`src/rtl/seg_xlate_pkg.sv`:
```
`timescale 1ns/1ps
package seg_xlate_pkg;

  localparam logic [1:0] ACC_RD = 2'd0;
  localparam logic [1:0] ACC_WR = 2'd1;
  localparam logic [1:0] ACC_EX = 2'd2;

  typedef enum logic [1:0] {
    FLT_NONE   = 2'd0,
    FLT_ABSENT = 2'd1,
    FLT_BOUNDS = 2'd2,
    FLT_RIGHTS = 2'd3
  } flt_e;

  typedef struct packed {
    logic present;
    logic rd;
    logic wr;
    logic ex;
  } seg_attr_t;

endpackage

```
`src/rtl/seg_desc_bank.sv`:
```
`timescale 1ns/1ps
module seg_desc_bank
  import seg_xlate_pkg::*;
#(
  parameter int NUM_SEG = 8,
  parameter int PA_W    = 20,
  parameter int LIM_W   = 17,
  localparam int SEL_W  = (NUM_SEG > 1) ? $clog2(NUM_SEG) : 1
) (
  input  logic             clk,
  input  logic             rst_n,
  input  logic             wr_en,
  input  logic [SEL_W-1:0] wr_sel,
  input  logic [PA_W-1:0]  wr_base,
  input  logic [LIM_W-1:0] wr_limit,
  input  seg_attr_t        wr_attr,
  input  logic [SEL_W-1:0] rd_sel,
  output logic [PA_W-1:0]  rd_base,
  output logic [LIM_W-1:0] rd_limit,
  output seg_attr_t        rd_attr
);

  logic [PA_W-1:0]  base_q  [NUM_SEG];
  logic [LIM_W-1:0] limit_q [NUM_SEG];
  seg_attr_t        attr_q  [NUM_SEG];

  for (genvar g = 0; g < NUM_SEG; g++) begin : g_entry
    logic hit;
    assign hit = wr_en && (wr_sel == SEL_W'(g));
    always_ff @(posedge clk or negedge rst_n) begin
      if (!rst_n) begin
        base_q[g]  <= '0;
        limit_q[g] <= '0;
        attr_q[g]  <= '0;
      end else if (hit) begin
        base_q[g]  <= wr_base;
        limit_q[g] <= wr_limit;
        attr_q[g]  <= wr_attr;
      end
    end
  end

  // Selectors beyond the populated range read as an absent descriptor.
  always_comb begin
    rd_base  = '0;
    rd_limit = '0;
    rd_attr  = '0;
    if (int'(rd_sel) < NUM_SEG) begin
      rd_base  = base_q[rd_sel];
      rd_limit = limit_q[rd_sel];
      rd_attr  = attr_q[rd_sel];
    end
  end

endmodule

```
`src/rtl/seg_check.sv`:
```
`timescale 1ns/1ps
module seg_check
  import seg_xlate_pkg::*;
#(
  parameter int OFS_W = 16,
  parameter int PA_W  = 20,
  parameter int LIM_W = 17
) (
  input  logic [PA_W-1:0]  base,
  input  logic [LIM_W-1:0] limit,
  input  seg_attr_t        attr,
  input  logic [OFS_W-1:0] ofs,
  input  logic [1:0]       acc,
  output flt_e             fault,
  output logic [PA_W-1:0]  addr
);

  logic in_bounds;
  logic allowed;

  assign in_bounds = LIM_W'(ofs) < limit;

  always_comb begin
    unique case (acc)
      ACC_RD:  allowed = attr.rd;
      ACC_WR:  allowed = attr.wr;
      ACC_EX:  allowed = attr.ex;
      default: allowed = 1'b0;
    endcase
  end

  // Priority: absent, then bounds, then rights.
  always_comb begin
    if (!attr.present)   fault = FLT_ABSENT;
    else if (!in_bounds) fault = FLT_BOUNDS;
    else if (!allowed)   fault = FLT_RIGHTS;
    else                 fault = FLT_NONE;
  end

  assign addr = base + PA_W'(ofs);

endmodule

```
`src/rtl/seg_resp_reg.sv`:
```
`timescale 1ns/1ps
module seg_resp_reg
  import seg_xlate_pkg::*;
#(
  parameter int PA_W = 20
) (
  input  logic            clk,
  input  logic            rst_n,
  input  logic            load,
  input  logic [PA_W-1:0] in_addr,
  input  flt_e            in_fault,
  input  logic            rsp_ready,
  output logic            rsp_valid,
  output logic [PA_W-1:0] rsp_addr,
  output flt_e            rsp_fault
);

  always_ff @(posedge clk or negedge rst_n) begin
    if (!rst_n) begin
      rsp_valid <= 1'b0;
      rsp_addr  <= '0;
      rsp_fault <= FLT_NONE;
    end else if (load) begin
      rsp_valid <= 1'b1;
      rsp_addr  <= (in_fault == FLT_NONE) ? in_addr : '0;
      rsp_fault <= in_fault;
    end else if (rsp_ready) begin
      rsp_valid <= 1'b0;
    end
  end

  p_hold_r10: assert property (@(posedge clk) disable iff (!rst_n)
    (rsp_valid && !rsp_ready) |=> (rsp_valid && $stable(rsp_addr) && $stable(rsp_fault)));

  p_fault_zero_r8: assert property (@(posedge clk) disable iff (!rst_n)
    (rsp_valid && rsp_fault != FLT_NONE) |-> (rsp_addr == '0));

endmodule

```
`src/rtl/seg_xlate.sv`:
```
`timescale 1ns/1ps
module seg_xlate
  import seg_xlate_pkg::*;
#(
  parameter int NUM_SEG = 8,
  parameter int OFS_W   = 16,
  parameter int PA_W    = 20,
  localparam int LIM_W  = OFS_W + 1,
  localparam int SEL_W  = (NUM_SEG > 1) ? $clog2(NUM_SEG) : 1
) (
  input  logic             clk,
  input  logic             rst_n,
  input  logic             cfg_we,
  input  logic [SEL_W-1:0] cfg_sel,
  input  logic [PA_W-1:0]  cfg_base,
  input  logic [LIM_W-1:0] cfg_limit,
  input  logic             cfg_present,
  input  logic             cfg_rd,
  input  logic             cfg_wr,
  input  logic             cfg_ex,
  input  logic             req_valid,
  output logic             req_ready,
  input  logic [SEL_W-1:0] req_sel,
  input  logic [OFS_W-1:0] req_ofs,
  input  logic [1:0]       req_acc,
  output logic             rsp_valid,
  input  logic             rsp_ready,
  output logic [PA_W-1:0]  rsp_addr,
  output logic [1:0]       rsp_fault
);

  seg_attr_t        wr_attr;
  logic [PA_W-1:0]  d_base;
  logic [LIM_W-1:0] d_limit;
  seg_attr_t        d_attr;
  flt_e             chk_fault;
  logic [PA_W-1:0]  chk_addr;
  flt_e             out_fault;
  logic             accept;

  assign wr_attr = '{present: cfg_present, rd: cfg_rd, wr: cfg_wr, ex: cfg_ex};

  seg_desc_bank #(.NUM_SEG(NUM_SEG), .PA_W(PA_W), .LIM_W(LIM_W)) u_bank (
    .clk      (clk),
    .rst_n    (rst_n),
    .wr_en    (cfg_we),
    .wr_sel   (cfg_sel),
    .wr_base  (cfg_base),
    .wr_limit (cfg_limit),
    .wr_attr  (wr_attr),
    .rd_sel   (req_sel),
    .rd_base  (d_base),
    .rd_limit (d_limit),
    .rd_attr  (d_attr)
  );

  seg_check #(.OFS_W(OFS_W), .PA_W(PA_W), .LIM_W(LIM_W)) u_check (
    .base  (d_base),
    .limit (d_limit),
    .attr  (d_attr),
    .ofs   (req_ofs),
    .acc   (req_acc),
    .fault (chk_fault),
    .addr  (chk_addr)
  );

  assign req_ready = !rsp_valid || rsp_ready;
  assign accept    = req_valid && req_ready;

  seg_resp_reg #(.PA_W(PA_W)) u_resp (
    .clk       (clk),
    .rst_n     (rst_n),
    .load      (accept),
    .in_addr   (chk_addr),
    .in_fault  (chk_fault),
    .rsp_ready (rsp_ready),
    .rsp_valid (rsp_valid),
    .rsp_addr  (rsp_addr),
    .rsp_fault (out_fault)
  );

  assign rsp_fault = out_fault;

  p_stall_r10: assert property (@(posedge clk) disable iff (!rst_n)
    (rsp_valid && !rsp_ready) |-> !req_ready);

  p_latency_r9: assert property (@(posedge clk) disable iff (!rst_n)
    (req_valid && req_ready) |=> rsp_valid);

  p_absent_r6: assert property (@(posedge clk) disable iff (!rst_n)
    (accept && !d_attr.present) |=> (rsp_fault == FLT_ABSENT));

  p_bounds_r4: assert property (@(posedge clk) disable iff (!rst_n)
    (accept && d_attr.present && (LIM_W'(req_ofs) >= d_limit)) |=> (rsp_fault == FLT_BOUNDS));

endmodule

```
`config.mk`:
```
export PLATFORM = sky130hd
export DESIGN_NAME = seg_xlate
export DESIGN_NICKNAME = d
export VERILOG_FILES = /design/src/rtl/seg_xlate_pkg.sv /design/src/rtl/seg_desc_bank.sv /design/src/rtl/seg_check.sv /design/src/rtl/seg_resp_reg.sv /design/src/rtl/seg_xlate.sv
export SDC_FILE = /design/constraint.sdc
export NUM_CORES = 1
export LEC_CHECK = 0
export BUFFER_PORTS_ARGS = -buffer_cell sky130_fd_sc_hd__buf_2
export CAP_MARGIN = 20
export CORE_UTILIZATION = 35
export DETAILED_ROUTE_END_ITERATION = 16
export GPL_TIMING_DRIVEN = 0
export PLACE_DENSITY = 0.63
export SYNTH_ARGS = -nofsm -noshare
export SYNTH_HDL_FRONTEND = slang
export SYNTH_SLANG_ARGS = --single-unit
```
`constraint.sdc`:
```
create_clock -name clk -period 3 [get_ports clk]
set_input_delay 0 -clock clk [delete_from_list [all_inputs] [get_ports clk]]
set_output_delay 0 -clock clk [all_outputs]
set_load 0.02 [all_outputs]
```
==> reports/metrics.cfg <==
[status]
status = finished, violations left
violations = negative setup slack

[worst_setup_path]
path_cells = mux4_2 > mux2i_1 > ha_1 > a21o_1 > a21o_1 > a2111oi_4 > a311oi_2 > nand2b_4 > or2_4 > clkbuf_16 > o21ai_2
slowest_delay_ns = 0.47
critPathSlowestCell = mux4_2
endpoint_kind = flop
worst_setup_path_start_kind = flop
cp.required_ns = 3.48
crit_fanout = 5
crit_arrival_ns = 3.69
cp_num_buf_inv = 1
cpMostUsedCell = a21o_1
cp_top_family = compound AO/OA/AOI/OAI gates
critPathKind = reg2reg

[placement]
dp_cells = 1766
gp_congestion = 0.840
dpl.hpwl_um = 27400
io_buffers = 87
place_area_um2 = 17900

[yosys]
ys_seq_area_frac = 0.533
ys_async_sr_fraction = 1.00
synth_area_leaders = dfrtp_1 (53%), mux2_2 (24%), mux4_2 (11%)
synth_most_common_cell = dfrtp_1
avgSynthCellArea_um2 = 15.4
ys_types = 46
syn_inst = 1070
syn-num-nets = 1172
synth_seq_cells = 351
synthFlopType = dfrtp_1
yosysTopAreaCellShare = 0.533
synthTopCellsByCount = dfrtp_1 (351), mux2_2 (344), mux4_2 (82)
synth_largest_area_cell = dfrtp_1
syn_area_um2 = 16500
synth_edf_count = 0
yosysWarnings = 0

[global_routing]
grt_max_degree = 124
grt_use_total = 0.177
grt_pass1_vias = 10500
grt_pass1_wl_um = 63900
antenna_found_initial = 3
overflow = 0

[routing]
ant_nets = 0
post_drt_wl_per_cell_um = 21.6
vias = 9895
drt-initial-drc-count = 613
wl_um = 41000
drt-vias-per-instance = 5.21
drc_errors = 0
dr.pass1.iters = 5

[floorplanning]
start_util = 0.355
rows = 79
design.die.area_um2 = 47900
die_x_um = 219
io_pins = 94
core_area_um2 = 46500
die_h_um = 219

[cells_and_area]
drive_gt1_frac = 0.498
final_cells = 1898
nets = 1360
stdcell_area_um2 = 20000
syn2layout_area_growth_pct = 21.1

[power_and_ir_drop]
comb_power_share = 0.229
p_sw_w = 0.00396
sw_frac_of_total = 0.273
irDropWorstVdd_v = 0.000383
powerDensity_nw_per_um2 = 727
leakagePower_nw = 8.54
clock_power_share = 0.338
p_int_w = 0.0106
seqPwrFrac = 0.433

[sta]
setup_viol = 21
tightest_slew_ns = 0.950
relSlewSlack = 0.365
skew_ns = 0.0294
rsz0062_at_grt = yes
period_share = 1.07
worst_slack_ns = -0.207
fmax_ghz = 0.312
hold_ws_ns = 0.0526
drv_slew = 0
fin_crit_ns = 3.21
hold_violations = 0

[cts]
numCtsBuffers = 40
clock-sinks = 351
htreeDepth = 2
clk_path_buf_depth = 3
root_buffer = clkbuf_16
path_clk_slew_ns = 0.06
insertion_delay_ns = 0.55
cts_tree = built

[hold_path]
min_path_type = in2reg

[flow_run]
cap_viol_max_count = 0

layout by cell type (no fill, tap or decap), types with 3 or more instances in the layout:
cell and instances:
dfrtp_1 351, mux2_2 344, buf_2 89, mux4_2 82, dlygate4sd3_1 52, clkbuf_1 45
clkbuf_16 43, ha_1 30, nand2_1 28, mux2i_1 25, o21ai_2 14, a21oi_1 14
nor2_1 12, xor2_1 10, nand3_1 10, clkinv_2 10, buf_12 9, clkbuf_8 9
inv_1 8, nor3_1 7, o21ai_0 6, buf_4 6, clkbuf_4 6, nand2b_1 5
a21o_1 5, xnor2_1 5, a22o_1 4, diode_2 3, o21bai_1 3, o21ai_1 3
nand4b_1 3, nor3b_1 3, o21a_1 3, o211ai_1 3
tightest hold or removal path, cell delays in order:
cell and delay, ns:
buf_2 0.11, ha_1 0.22, xor2_1 0.10, o21ai_2 0.11
area by class of cell:
class / count / area (µm²)
Multi-Input combinational cell: 649 / 7540
Timing Repair Buffer: 148 / 1100
Antenna cell: 3 / 7.51
Inverter: 8 / 30.0
Sequential cell: 351 / 8780
Tap cell: 607 / 759
Clock buffer: 58 / 1190
Fill cell: 4257 / 26500
Buffer: 60 / 412
Clock inverter: 14 / 135
power by group through the flow:
stage / registers (W) / logic, W / clock network, W
2_1_floorplan: 0.00625 / 0.00232 / 0
3_3_place_gp: 0.00630 / 0.00307 / 0
3_5_place_dp: 0.00636 / 0.00317 / 0
4_1_cts: 0.00628 / 0.00330 / 0.00502
5_1_grt: 0.00642 / 0.00360 / 0.00522
6_report: 0.00628 / 0.00332 / 0.00491
metrics by stage:
step	total power [W]	utilization	TNS (ns)	setup slack, ns
3_5_place_dp	0.00953	0.386	-22.62	-1.15
4_1_cts	0.0146	0.428	-2.74	-0.192
6_report	0.0145	0.430	-3.01	-0.207
5_1_grt	0.0152	0.430	-4.49	-0.277
2_1_floorplan	0.00856	-	-0.101	-0.0107
3_3_place_gp	0.00938	0.385	-1705.34	-4.83
metal layers:
| metal | vias up | global-route usage | routed length, µm | part of all wire |
|---|---|---|---|---|
| li1 | 4405 | - | - | - |
| met1 | 5217 | 0.259 | 19700 | 0.48 |
| met2 | 212 | 0.271 | 18500 | 0.45 |
| met3 | 57 | 0.0299 | 2010 | 0.049 |
| met4 | 4 | 0.0433 | 768 | 0.019 |
| met5 | - | 0 | 28 | 0.00068 |
path summary, 6_finish.rpt:
check,cells past startpoint,from,end,slack (ns)
setup / recovery,11,u_bank.limit_q[10],u_resp.rsp_addr[16],-0.21
hold / removal,4,req_ofs[8],u_resp.rsp_addr[8],0.05
setup reg to reg,11,u_bank.limit_q[10],u_resp.rsp_addr[16],-0.21
hold reg to reg,2,u_resp.rsp_addr[10],u_resp.rsp_addr[10],0.47
max in group asynchronous,3,rst_n,u_bank.base_q[112],1.73
min in group asynchronous,2,rst_n,u_bank.base_q[97],0.12
registers in the layout, summed over array words and instances, names as in the netlist:
name              flops
u_bank.limit_q      136
u_bank.base_q       160
u_resp.rsp_fault      2
u_bank.attr_q        32
u_resp.rsp_addr      20
u_resp.rsp_valid      1
cell families (layout without fill, tap and decap cells):
kind of cell,after synthesis,count (layout),synth area share
muxes,452,452,0.363
DFF,351,351,0.533
and+or+nand+nor,83,83,0.0245
buffers and inverters,70,288,0.0185
AOI/OAI and AO/OA,66,66,0.0276
adders and majority gates,32,32,0.0248
xor gates and xnor gates,16,16,0.00851
other,0,3,0
timing repair:
action                                 in CTS  in global routing
endpoints found under the hold margin     441                  0
setup endpoints to repair                  22                 20
pin swaps                                   7                 19
gates cloned                                0                  1
hold buffers                               52                  0
gates resized for setup                    16                  9
setup buffers                               5                  2
(Power assumes the default switching activity.)
